--- config.mk ---
export PLATFORM = sky130hd
export DESIGN_NAME = irq_entry_unit
export DESIGN_NICKNAME = d
export VERILOG_FILES = /design/src/rtl/irq_entry_pkg.sv /design/src/rtl/irq_pending_reg.sv /design/src/rtl/irq_csr_bank.sv /design/src/rtl/irq_entry_ctrl.sv /design/src/rtl/irq_entry_unit.sv
export SDC_FILE = /design/constraint.sdc
export NUM_CORES = 1
export LEC_CHECK = 0
export BUFFER_PORTS_ARGS = -buffer_cell sky130_fd_sc_hd__buf_2
export CAP_MARGIN = 20
export CORE_AREA = 2 2 100 126
export DETAILED_ROUTE_END_ITERATION = 8
export DIE_AREA = 0 0 102 128
export HOLD_SLACK_MARGIN = 0.03
export PLACE_DENSITY = 0.73
export REMOVE_ABC_BUFFERS = 1
export SETUP_SLACK_MARGIN = 0.15
export SYNTH_ARGS = -nofsm -noshare
export SYNTH_HDL_FRONTEND = slang
export SYNTH_SLANG_ARGS = --single-unit
export TNS_END_PERCENT = 10
--- constraint.sdc ---
create_clock -name clk -period 1.32 [get_ports clk]
set_clock_uncertainty 0.1 [all_clocks]
set_input_delay 0.132 -clock clk [delete_from_list [all_inputs] [get_ports clk]]
set_output_delay 0.132 -clock clk [all_outputs]
set_load 0.05 [all_outputs]
--- src/rtl/irq_entry_pkg.sv ---
package irq_entry_pkg;

  typedef enum logic [1:0] {
    CSR_IP  = 2'd0,
    CSR_IM  = 2'd1,
    CSR_IE  = 2'd2,
    CSR_EBA = 2'd3
  } csr_sel_e;

  // IE value after entry: live enable clear, saved enable set
  localparam logic [1:0] IE_AFTER_ENTRY = 2'b10;

endpackage

--- src/rtl/irq_pending_reg.sv ---
module irq_pending_reg #(
  parameter int NUM_IRQ = 32
) (
  input  logic               clk,
  input  logic               rst_n,
  input  logic [NUM_IRQ-1:0] req,
  input  logic               clr_we,
  input  logic [NUM_IRQ-1:0] clr_mask,
  output logic [NUM_IRQ-1:0] ip_q
);

  logic [NUM_IRQ-1:0] clr_eff;
  logic [NUM_IRQ-1:0] ip_d;

  always_comb begin
    clr_eff = clr_we ? clr_mask : '0;
  end

  // per-bit: set from the request line wins over the software clear
  for (genvar i = 0; i < NUM_IRQ; i++) begin : g_bit
    always_comb begin
      ip_d[i] = req[i] | (ip_q[i] & ~clr_eff[i]);
    end
  end

  always_ff @(posedge clk or negedge rst_n) begin
    if (!rst_n) ip_q <= '0;
    else        ip_q <= ip_d;
  end

endmodule

--- src/rtl/irq_csr_bank.sv ---
module irq_csr_bank #(
  parameter int NUM_IRQ   = 32,
  parameter int XLEN      = 32,
  parameter int EBA_ALIGN = 8
) (
  input  logic               clk,
  input  logic               rst_n,
  input  logic               we_im,
  input  logic               we_ie,
  input  logic               we_eba,
  input  logic [XLEN-1:0]    wdata,
  input  logic               entry,
  output logic [NUM_IRQ-1:0] im_q,
  output logic [1:0]         ie_q,
  output logic [XLEN-1:0]    eba_q
);

  import irq_entry_pkg::*;

  localparam logic [XLEN-1:0] EBA_KEEP = ~((XLEN'(1) << EBA_ALIGN) - XLEN'(1));

  function automatic logic [XLEN-1:0] align_base(input logic [XLEN-1:0] v);
    return v & EBA_KEEP;
  endfunction

  always_ff @(posedge clk or negedge rst_n) begin
    if (!rst_n)     im_q <= '0;
    else if (we_im) im_q <= wdata[NUM_IRQ-1:0];
  end

  // entry has priority over a software write in the same cycle
  always_ff @(posedge clk or negedge rst_n) begin
    if (!rst_n)     ie_q <= '0;
    else if (entry) ie_q <= IE_AFTER_ENTRY;
    else if (we_ie) ie_q <= wdata[1:0];
  end

  always_ff @(posedge clk or negedge rst_n) begin
    if (!rst_n)      eba_q <= '0;
    else if (we_eba) eba_q <= align_base(wdata);
  end

endmodule

--- src/rtl/irq_entry_ctrl.sv ---
module irq_entry_ctrl #(
  parameter int NUM_IRQ    = 32,
  parameter int XLEN       = 32,
  parameter int EXC_ID     = 6,
  parameter int SLOT_SHIFT = 5
) (
  input  logic [NUM_IRQ-1:0] ip,
  input  logic [NUM_IRQ-1:0] im,
  input  logic               ie_live,
  input  logic               insn_done,
  input  logic [XLEN-1:0]    eba,
  output logic               hit_any,
  output logic               take,
  output logic [XLEN-1:0]    vector
);

  localparam logic [XLEN-1:0] SLOT_OFS = XLEN'(EXC_ID) << SLOT_SHIFT;

  function automatic logic [XLEN-1:0] handler_addr(input logic [XLEN-1:0] base);
    return base + SLOT_OFS;
  endfunction

  always_comb begin
    hit_any = |(ip & im);
    take    = insn_done & ie_live & hit_any;
    vector  = handler_addr(eba);
  end

endmodule

--- src/rtl/irq_entry_unit.sv ---
module irq_entry_unit #(
  parameter int NUM_IRQ    = 32,
  parameter int XLEN       = 32,
  parameter int EXC_ID     = 6,
  parameter int SLOT_SHIFT = 5,
  parameter int EBA_ALIGN  = 8,
  parameter int REG_IDX_W  = 5,
  parameter int RA_REG     = 30
) (
  input  logic                 clk,
  input  logic                 rst_n,
  input  logic [NUM_IRQ-1:0]   irq_req,
  input  logic                 csr_we,
  input  logic [1:0]           csr_sel,
  input  logic [XLEN-1:0]      csr_wdata,
  output logic [XLEN-1:0]      csr_rdata,
  input  logic [XLEN-1:0]      pc_cur,
  input  logic                 insn_done,
  output logic                 redirect,
  output logic [XLEN-1:0]      pc_next,
  output logic                 rf_we,
  output logic [REG_IDX_W-1:0] rf_waddr,
  output logic [XLEN-1:0]      rf_wdata
);

  import irq_entry_pkg::*;

  csr_sel_e           sel;
  logic               we_ip, we_im, we_ie, we_eba;
  logic [NUM_IRQ-1:0] ip_q, im_q;
  logic [1:0]         ie_q;
  logic [XLEN-1:0]    eba_q;
  logic               hit_any;
  logic               take_evt;
  logic [XLEN-1:0]    vector;

  always_comb begin
    sel    = csr_sel_e'(csr_sel);
    we_ip  = csr_we && (sel == CSR_IP);
    we_im  = csr_we && (sel == CSR_IM);
    we_ie  = csr_we && (sel == CSR_IE);
    we_eba = csr_we && (sel == CSR_EBA);
  end

  irq_pending_reg #(.NUM_IRQ(NUM_IRQ)) u_pend (
    .clk      (clk),
    .rst_n    (rst_n),
    .req      (irq_req),
    .clr_we   (we_ip),
    .clr_mask (csr_wdata[NUM_IRQ-1:0]),
    .ip_q     (ip_q)
  );

  irq_csr_bank #(
    .NUM_IRQ  (NUM_IRQ),
    .XLEN     (XLEN),
    .EBA_ALIGN(EBA_ALIGN)
  ) u_csr (
    .clk    (clk),
    .rst_n  (rst_n),
    .we_im  (we_im),
    .we_ie  (we_ie),
    .we_eba (we_eba),
    .wdata  (csr_wdata),
    .entry  (take_evt),
    .im_q   (im_q),
    .ie_q   (ie_q),
    .eba_q  (eba_q)
  );

  irq_entry_ctrl #(
    .NUM_IRQ   (NUM_IRQ),
    .XLEN      (XLEN),
    .EXC_ID    (EXC_ID),
    .SLOT_SHIFT(SLOT_SHIFT)
  ) u_ctrl (
    .ip        (ip_q),
    .im        (im_q),
    .ie_live   (ie_q[0]),
    .insn_done (insn_done),
    .eba       (eba_q),
    .hit_any   (hit_any),
    .take      (take_evt),
    .vector    (vector)
  );

  always_comb begin
    unique case (sel)
      CSR_IP:  csr_rdata = XLEN'(ip_q);
      CSR_IM:  csr_rdata = XLEN'(im_q);
      CSR_IE:  csr_rdata = XLEN'(ie_q);
      default: csr_rdata = eba_q;
    endcase
  end

  always_comb begin
    redirect = take_evt;
    pc_next  = vector;
    rf_we    = take_evt;
    rf_waddr = REG_IDX_W'(RA_REG);
    rf_wdata = pc_cur;
  end

endmodule

==> reports/metrics.cfg, run 1 <==
[logic_synthesis]
yosysWarnings = 0
ys.flop_type = dfrtp_1
netlist_area_um2 = 4660
async_reset_ff_share_pct = 100
synth_cells = 400
synth_top_area_share_pct = 48.3
synth_commonest_cells = 90 x dfrtp_1, 59 x nand2_1, 50 x buf_4
synth_cell_types = 24
post-synth-top-count-cell = dfrtp_1
synth_area_per_cell_um2 = 11.7
synthTopCellsByArea = dfrtp_1 48%, buf_4 8.1%, mux2i_1 7.1%
synth_edf_count = 0
synth_seq_cells = 90
ys_seq_area_share_pct = 48.3
synth_area_leader_cell = dfrtp_1

[timing]
max_freq_mhz = 496
hold_viol = 0
slew_violations = 0
finalCritPeriodShare_pct = 153
rsz0062_at_grt = true
setup_viol = 36
fin_ws_ns = -0.696
fin_crit_ns = 2.02

[die]
dieWidth_um = 102
die_y_um = 128
die_area_um2 = 13100
io_pins = 205
core-area_um2 = 11900
rows = 45
start_util_pct = 39.1

[setup_path]
start_kind = flop
end_kind = output port
cp.arrival_ns = 1.78
cp_slowest_cell = dfrtp_1
slowest_delay_ns = 0.40
critPathKind = reg -> out
worstPathMaxFanout = 2
path_cells = a22oi_2 > nand4_1 > nor4_2 > buf_4 > nor2_2 > buf_6
cp_data_required_time_ns = 1.09

[routing]
routed_wl_um = 15300
drt.antenna.violating_nets = 0
detail_route.vias_per_cell = 4.96
routed-via-count = 3980
drt_pass1_iterations = 4
drc = 0
post_drt_wl_per_cell_um = 19.1
drt_iter0_drc = 172

[global_routing]
grt_max_degree = 91
grt_pass1_vias = 4221
grt_pass1_wl_um = 22600
gr-usage-all-layers_pct = 23.2
grt_overflow = 0
antenna_found_initial = 0

[finish]
syn2layout_area_growth_pct = 56.6
postLayoutCellArea_um2 = 7300
layout-drive-gt1-share_pct = 47.5
multiInputGateArea_um2 = 2100
diodes = 0
fin_cells = 802
seqCellArea_um2 = 2250
nNetsFinal = 735
nFillCells = 954

[clock_network]
h-tree-depth = 3
clock_sinks = 90
cts_buffer_depth = 2
clk-insertion-delay-late_ns = 0.34
clk_pin_slew_worst_paths_ns = 0.06
cts_made_buffers = 9
cts_root_buffer = clkbuf_16
cts_tree = yes

[placed_design]
gp_congestion = 0.813
dp_cells = 717
placed_area_um2 = 5740
dp_hpwl_um = 9940
portBuffers = 127

[pwr]
irDropWorstVdd_mv = 0.727
power_density_nw_per_um2 = 1350
p_total_mw = 9.84
leakage_nw = 3.35

[min_path]
hold_class = in -> reg

[run_status]
status = complete, but fails checks
failed_checks = negative setup slack

[run]
cap_violations = 0

worst paths after layout:
| check | startpoint | end | slack [ns] | cells after the start |
|---|---|---|---|---|
| max reg2reg | u_pend.ip_q[10]$_DFF_PN0_ | u_csr.ie_q[1]$_DFFE_PN0P_ | -0.41 | 7 |
| min reg2reg | u_pend.ip_q[2]$_DFF_PN0_ | u_pend.ip_q[2]$_DFF_PN0_ | 0.45 | 1 |
| min | insn_done | u_csr.ie_q[1]$_DFFE_PN0P_ | 0.06 | 3 |
| max | u_pend.ip_q[10]$_DFF_PN0_ | rf_we | -0.70 | 6 |
| min in group asynchronous | rst_n | u_csr.eba_q[21]$_DFFE_PN0P_ | 0.29 | 3 |
| max in group asynchronous | rst_n | u_pend.ip_q[24]$_DFF_PN0_ | 0.46 | 3 |
placed cells by master, fill, tap and decap left out, drive strengths merged:
master       netlist  layout
dfrtp             90      90
nor2               7       7
buf               62     211
nand4              4       4
nor2b              1       1
nor3b              1       1
mux2              57      57
nand3              1       1
nor4               1       1
clkinv             0       2
dlygate4sd3        0      65
a22oi             16      16
conb               2      13
o21ai             27      27
mux2i             33      33
and2               1       1
bufinv             0       2
clkbuf             3      12
nand2             59      59
a21o              32      32
o21a               1       1
nand3b             2       2
final cells by class:
cell class              instances  area share, %
well taps                     164           2.81
flip-flops and latches         90           30.8
multi-input cells             256           28.8
clock inverters                 4           1.01
repair buffers                276           33.1
clock buffers                  12           3.51
worst max-delay path, delay by kind of cell, from the launching register on:
family                 cells  cell delay (ns)
AND/OR/NAND/NOR            3             0.52
flip-flops                 1             0.40
AO/OA/AOI/OAI              1             0.22
buffers and inverters      2             0.31
per-stage QoR:
step / setup slack, ns / utilization (%) / hold WS [ns] / TNS (ns)
finish: -0.696 / 61.2 / 0.0589 / -7.60
global route: -0.783 / 61.2 / 0.0567 / -9.50
CTS: -0.695 / 59.8 / 0.0359 / -7.68
detailed placement: -0.416 / 48.1 / 0.119 / -12.45
global placement: -0.392 / 48.1 / 0.107 / -10.64
floorplan: -0.741 / - / -0.264 / -12.29
power by group:
part / switching (mW) / total [mW] / internal [mW]
logic: 1.94 / 3.57 / 1.63
registers: 0.312 / 3.45 / 3.14
clock network: 1.06 / 2.82 / 1.76
total: 3.31 / 9.84 / 6.53
registers in the layout (all words and copies together), names as in the netlist:
name	cells
u_csr.ie_q	2
u_pend.ip_q	32
u_csr.eba_q	24
u_csr.im_q	32
metal layers:
layer | GRT usage, % | vias to the layer above | part of all wire [%]
met3 | 9.76 | 31 | 8.5
met2 | 36.3 | 177 | 48
met1 | 28.6 | 1965 | 41
li1 | - | 1805 | -
met4 | 7.69 | 2 | 2.4
met5 | 2.83 | - | 0.29
cell families (layout without fill, tap and decap cells):
| group | count (synthesis) | count (layout) | share of synthesized area, % |
|---|---|---|---|
| AO/OA/AOI/OAI | 76 | 76 | 10.8 |
| buffers and inverters | 65 | 292 | 10.7 |
| flip-flops | 90 | 90 | 48.3 |
| multiplexers | 90 | 90 | 22.5 |
| other | 2 | 13 | 0.161 |
| AND/OR/NAND/NOR | 77 | 77 | 7.62 |
timing repair:
action / CTS / global route
pin swaps: 6 / 5
setup buffers: 2 / 2
endpoints found under the setup margin: 60 / 52
hold buffers: 65 / 0
resized for setup: 151 / 35
hold endpoints to repair: 179 / 0
Power figures use the tool's default switching activity.
==> inputs of run 2 (changes only) <==
Settings changed: GPL_TIMING_DRIVEN from default to 0.
==> run 2 against run 1 <==
- register-to-register slack lost 0.21 ns
- non-clock buffer count shrank 56
- core utilization shrank 3.8 points
- routed wire length shrank 3.7%
- cell area shrank 6.3%
- final cell count shrank 6.9%
- sequential share of layout area grew 2.1 points
- via count shrank 4.6%
- worst setup slack lost 0.011 ns
- critical path type unchanged
- the flow still finishes with violations (negative setup slack)
- critical path depth shrank 1
- flip-flop and latch count is the same
- first-iteration DRC count shrank 9.9%
==> reports/metrics.cfg, run 2 (synthesized netlist as in run 1, its figures left out) <==
[routing]
detail_route.vias_per_cell = 5.08  ; was 4.96
drt.antenna.violating_nets = 0  ; unchanged
drt_pass1_iterations = 4  ; unchanged
drt_iter0_drc = 155  ; was 172
post_drt_wl_per_cell_um = 19.7  ; was 19.1 um
drc = 0  ; unchanged
routed_wl_um = 14700  ; was 15300 um
routed-via-count = 3796  ; was 3980

[run_status]
failed_checks = negative setup slack  ; unchanged
status = complete, but fails checks  ; unchanged

[finish]
fin_cells = 747  ; was 802
multiInputGateArea_um2 = 2060  ; was 2100 um^2
diodes = 0  ; unchanged
final_common_cell = dfrtp_1  ; unchanged
reg.largest.list = u_csr.im_q x32, u_pend.ip_q x32, u_csr.eba_q x24  ; unchanged
seqCellArea_um2 = 2250  ; unchanged
postLayoutCellArea_um2 = 6840  ; was 7300 um^2
layout_common_cells = 90 x dfrtp_1, 69 x buf_6, 66 x buf_2  ; was 90 x dfrtp_1, 70 x buf_6, 68 x buf_2
layout-drive-gt1-share_pct = 40.8  ; was 47.5%
nNetsFinal = 680  ; was 735
syn2layout_area_growth_pct = 46.8  ; was 56.6%
nFillCells = 995  ; was 954
finalCoreUtilization_pct = 57.3  ; was 61.2%

[global_routing]
grt_pass1_vias = 3925  ; was 4221
grt_max_degree = 49  ; was 91
gr-usage-all-layers_pct = 21.5  ; was 23.2%
grt_overflow = 0  ; unchanged
antenna_found_initial = 0  ; unchanged
grt_pass1_wl_um = 21300  ; was 22600 um

[die]
die_y_um = 128  ; unchanged
start_util_pct = 39.1  ; unchanged
core-area_um2 = 11900  ; unchanged
die_area_um2 = 13100  ; unchanged
dieWidth_um = 102  ; unchanged
io_pins = 205  ; unchanged
rows = 45  ; unchanged

[setup_path]
critPathKind = reg -> out  ; unchanged
path_cells = a22oi_2 > nand4_1 > nor4_2 > nor2_2 > buf_6  ; was a22oi_2 > nand4_1 > nor4_2 > buf_4 > nor2_2 > buf_6
cp_data_required_time_ns = 1.09  ; about the same
cp.arrival_ns = 1.80  ; was 1.78 ns
cp_slowest_cell = dfrtp_1  ; unchanged
path_delay_family = simple AND/OR/NAND/NOR gates  ; unchanged
slowest_delay_ns = 0.40  ; about the same
end_kind = output port  ; unchanged
worstPathMaxFanout = 2  ; unchanged
start_kind = flop  ; unchanged
path_buf_inv = 1  ; was 2

[timing]
fin_ws_ns = -0.708  ; was -0.696 ns
hold_slack_ns = 0.0297  ; was 0.0589 ns
rsz0062_at_grt = true  ; unchanged
slew_violations = 0  ; unchanged
fin_crit_ns = 2.03  ; was 2.02 ns
hold_viol = 0  ; unchanged
finalCritPeriodShare_pct = 154  ; was 153%
max_freq_mhz = 493  ; was 496 MHz
setup_viol = 36  ; unchanged

[pwr]
p_total_mw = 9.13  ; was 9.84 mW
leakage_nw = 3.12  ; was 3.35 nW
irDropWorstVdd_mv = 0.682  ; was 0.727 mV
power_density_nw_per_um2 = 1330  ; was 1350 nW/um^2

[clock_network]
cts_made_buffers = 9  ; unchanged
clk-insertion-delay-late_ns = 0.33  ; was 0.34 ns
cts_tree = yes  ; unchanged
clock_sinks = 90  ; unchanged
cts_root_buffer = clkbuf_16  ; unchanged
clk_pin_slew_worst_paths_ns = 0.06  ; about the same
h-tree-depth = 3  ; unchanged
cts_buffer_depth = 2  ; unchanged

[placed_design]
dp_cells = 641  ; was 717
portBuffers = 127  ; unchanged
gp_congestion = 0.766  ; was 0.813
placed_area_um2 = 5140  ; was 5740 um^2
dp_hpwl_um = 8820  ; was 9940 um

[run]
cap_violations = 0  ; unchanged

[min_path]
hold_class = in -> reg  ; unchanged

[run 2: cell types whose count changed in the layout (fill, tap and decap cells not counted), moves of 3 or more]
cell	change
buf_4	-54
buf_16	+3
mux2i_2	-7
mux2i_1	+11
o21ai_1	+4
o21ai_2	-4
a22oi_1	-3
a22oi_2	+3
mux2_2	-4
mux2_4	+4
buf_12	-5
mux2i_4	-4
[run 2: power breakdown]
group | total [mW] | switching, mW | internal, mW | leakage (nW)
combinational | 3.20 | 1.80 | 1.39 | 2.00
clock | 2.45 | 1.06 | 1.39 | 0.138
sequential | 3.49 | 0.353 | 3.14 | 0.978
total | 9.13 | 3.22 | 5.92 | 3.12
[run 2: tightest hold or removal path: stages]
cell	delay, ns
buf_2	0.09
nand2_1	0.12
o21ai_2	0.07
[run 2: cell type report]
type | count | share of cell area [%]
timing repair buffer | 220 | 29.7
clock buffer | 11 | 3.69
sequential | 90 | 32.9
clock inverter | 5 | 0.548
tap | 164 | 3.00
multi-input combinational | 257 | 30.1
[run 2: worst paths after layout]
path,from,to,slack [ns],cells after the start
max in group asynchronous,rst_n,u_pend.ip_q[12]$_DFF_PN0_,0.36,3
max reg2reg,u_csr.im_q[5]$_DFFE_PN0P_,u_csr.ie_q[1]$_DFFE_PN0P_,-0.62,9
min in group asynchronous,rst_n,u_pend.ip_q[21]$_DFF_PN0_,0.18,2
max,u_csr.im_q[5]$_DFFE_PN0P_,rf_we,-0.71,5
min,insn_done,u_csr.ie_q[1]$_DFFE_PN0P_,0.03,3
min reg2reg,u_pend.ip_q[1]$_DFF_PN0_,u_pend.ip_q[1]$_DFF_PN0_,0.41,1
[run 2: what timing repair did]
action / 4_1_cts / 5_1_grt
gates resized for setup: 148 / 37
endpoints found under the setup margin: 148 / 194
hold buffers: 65 / 0
setup buffers: 14 / 7
cloned: 0 / 4
hold endpoints to repair: 131 / 0
pin swaps: 14 / 8
[run 2: metrics by stage]
step	TNS, ns	worst slack (ns)
floorplan	-12.29	-0.741
global placement	-231.95	-1.88
detailed placement	-95.42	-1.01
CTS	-16.39	-0.680
global route	-7.75	-0.794
finish	-5.19	-0.708
[run 2: metal layers]
metal | share of wire [%] | global-route usage, % | up-vias
met5 | 0.29 | 2.83 | -
met2 | 49 | 33.9 | 165
li1 | - | - | 1697
met1 | 41 | 26.8 | 1913
met3 | 8.6 | 9.16 | 19
met4 | 1.5 | 6.20 | 2
==> inputs of run 3 (changes only) <==
Settings changed: SETUP_SLACK_MARGIN 0.15 to 0.02.
==> run 3 against run 2 <==
- non-clock buffer count down 13
- critical path depth did not move
- the flow still finishes with violations (negative setup slack)
- maximum frequency increased by 4.3%
- critical endpoint unchanged
- highest routed layer unchanged
==> reports/metrics.cfg, run 3 (synthesized netlist as in run 1, its figures left out) <==
[run_status]
status = complete, but fails checks  ; unchanged
failed_checks = negative setup slack  ; unchanged

[finish]
postLayoutCellArea_um2 = 6520  ; was 6840 um^2
layout_common_cells = 90 x buf_2, 90 x dfrtp_1, 65 x dlygate4sd3_1  ; was 90 x dfrtp_1, 69 x buf_6, 66 x buf_2
diodes = 0  ; unchanged
layout-drive-gt1-share_pct = 39.2  ; was 40.8%
reg.largest.list = u_csr.im_q x32, u_pend.ip_q x32, u_csr.eba_q x24  ; unchanged
nNetsFinal = 666  ; was 680
fin_cells = 733  ; was 747
syn2layout_area_growth_pct = 39.7  ; was 46.8%

[routing]
drc = 0  ; unchanged
drt_pass1_iterations = 4  ; unchanged
post_drt_wl_per_cell_um = 18.3  ; was 19.7 um
top_layer = met5  ; unchanged
detail_route.vias_per_cell = 4.97  ; was 5.08
wl_met2_um = 6480  ; was 7200 um
routed_wl_um = 13400  ; was 14700 um
routed-via-count = 3643  ; was 3796
drt_iter0_drc = 154  ; was 155
drt.antenna.violating_nets = 0  ; unchanged
met1_length_um = 5570  ; was 5990 um
wl_met3_um = 1200  ; was 1270 um

[setup_path]
path_cells = a22oi_2 > nand4_1 > nor4_4 > nor2_2 > buf_6  ; was a22oi_2 > nand4_1 > nor4_2 > nor2_2 > buf_6
reg2reg_to = u_csr.ie_q[1]$_DFFE_PN0P_  ; unchanged
cp.arrival_ns = 1.71  ; was 1.80 ns
end_kind = output port  ; unchanged
cp_data_required_time_ns = 1.09  ; about the same
slowest_delay_ns = 0.41  ; was 0.40 ns
worstPathMaxFanout = 3  ; was 2
start_kind = flop  ; unchanged
path_delay_family = simple AND/OR/NAND/NOR gates  ; unchanged
reg2reg_slack_ns = -0.24  ; was -0.62 ns
reg2regPathDepth = 5  ; was 9
regToRegStartpoint = u_pend.ip_q[21]$_DFF_PN0_  ; was u_csr.im_q[5]$_DFFE_PN0P_
path_buf_inv = 1  ; unchanged
cp_slowest_cell = dfrtp_1  ; unchanged
critPathKind = reg -> out  ; unchanged

[min_path]
worstHoldPathCells = 3  ; unchanged
hold-path-endpoint = u_csr.ie_q[1]$_DFFE_PN0P_  ; unchanged
min_from = insn_done  ; unchanged
hold_class = in -> reg  ; unchanged

[global_routing]
gr-usage-all-layers_pct = 21.1  ; was 21.5%
grt_pass1_vias = 3878  ; was 3925
grt_pass1_wl_um = 20900  ; was 21300 um
grt_max_degree = 49  ; unchanged
grt_overflow = 0  ; unchanged
antenna_found_initial = 0  ; unchanged

[clock_network]
clock_sinks = 90  ; unchanged
h-tree-depth = 3  ; unchanged
clk_pin_slew_worst_paths_ns = 0.07  ; was 0.06 ns
cts_root_buffer = clkbuf_16  ; unchanged
cts_buffer_depth = 2  ; unchanged
cts_made_buffers = 9  ; unchanged
cts_tree = yes  ; unchanged
clk-insertion-delay-late_ns = 0.33  ; about the same

[timing]
rsz0062_at_grt = true  ; unchanged
fin_crit_ns = 1.94  ; was 2.03 ns
worstMarginPinSlew_ns = 0.648
hold_slack_ns = 0.0397  ; was 0.0297 ns
hold_viol = 0  ; unchanged
setup_viol = 67  ; was 36
fin_ws_ns = -0.623  ; was -0.708 ns
finalCritPeriodShare_pct = 147  ; was 154%
max_freq_mhz = 515  ; was 493 MHz
slew_violations = 0  ; unchanged
slew_headroom_pct = 56.8

[run]
cap_violations = 0  ; unchanged

[placed_design]
dp_cells = 641  ; unchanged
gp_congestion = 0.766  ; unchanged
placed_area_um2 = 5140  ; unchanged
dp_hpwl_um = 8820  ; unchanged
portBuffers = 127  ; unchanged

[die]
die_area_um2 = 13100  ; unchanged
start_util_pct = 39.1  ; unchanged
die_y_um = 128  ; unchanged
core-area_um2 = 11900  ; unchanged
rows = 45  ; unchanged
io_pins = 205  ; unchanged
dieWidth_um = 102  ; unchanged

[pwr]
power_density_nw_per_um2 = 1360  ; was 1330 nW/um^2
irDropWorstVdd_mv = 0.782  ; was 0.682 mV
leakage_nw = 2.97  ; was 3.12 nW
p_total_mw = 8.84  ; was 9.13 mW

run 3: cell count changes in the layout (fill, tap and decap cells not counted), moves of 2 or more:
cell	before	now
buf_2	66	90
buf_4	12	10
buf_6	69	35
clkbuf_16	11	9
mux2_2	23	27
mux2_4	24	20
run 3: per-stage QoR:
| step | setup WS (ns) | setup TNS (ns) | util (%) |
|---|---|---|---|
| 2_1_floorplan | -0.741 | -12.29 | - |
| 3_5_place_dp | -1.01 | -95.42 | 43.1 |
| 3_3_place_gp | -1.88 | -231.95 | 42.3 |
| 6_report | -0.623 | -7.56 | 54.6 |
| 5_1_grt | -0.754 | -12.67 | 54.6 |
| 4_1_cts | -0.680 | -16.39 | 54.2 |
run 3: timing repair:
action,CTS,global route
pin swaps,14,6
hold endpoints to repair,131,0
buffers inserted,14,1
hold buffers,65,0
gates resized for setup,112,11
gates cloned,0,0
endpoints found under the setup margin,124,124
run 3: final cells by class:
cell class | instances | area [um^2]
fillers | 1018 | 5420
flip-flops and latches | 90 | 2250
multi-input cells | 256 | 2030
repair buffers | 207 | 1740
clock buffers | 11 | 253
well taps | 164 | 205
clock inverters | 5 | 37.5
run 3: report_power, final:
| part | internal (mW) | switching [mW] | total (mW) |
|---|---|---|---|
| registers | 3.14 | 0.314 | 3.45 |
| logic | 1.18 | 1.76 | 2.95 |
| clock network | 1.39 | 1.06 | 2.44 |
| total | 5.70 | 3.14 | 8.84 |
run 3: how the worst max path moves through the flow:
stage | end | cells past startpoint | from | slack (ns)
after global placement | csr_rdata[9] | 5 | csr_sel[0] | -1.88
after floorplan | redirect | 4 | u_pend.ip_q[7]$_DFF_PN0_ | -0.74
after global routing | rf_we | 5 | u_pend.ip_q[6]$_DFF_PN0_ | -0.75
final | rf_we | 5 | u_pend.ip_q[21]$_DFF_PN0_ | -0.62
after CTS | rf_we | 5 | u_csr.im_q[25]$_DFFE_PN0P_ | -0.68
after detailed placement | csr_rdata[13] | 6 | csr_sel[1] | -1.01
run 3: worst reg2reg max path, cell delays in order (launching register included):
cell     delay, ns
dfrtp_1       0.41
a22oi_2       0.19
nand4_1       0.19
nor4_4        0.35
buf_4         0.17
o21ai_2       0.05
run 3: layer usage:
layer	up-vias	global-route usage [%]
met1	1811	26.1
li1	1666	-
met2	151	33.9
met4	2	5.18
met5	-	2.83
met3	13	9.05
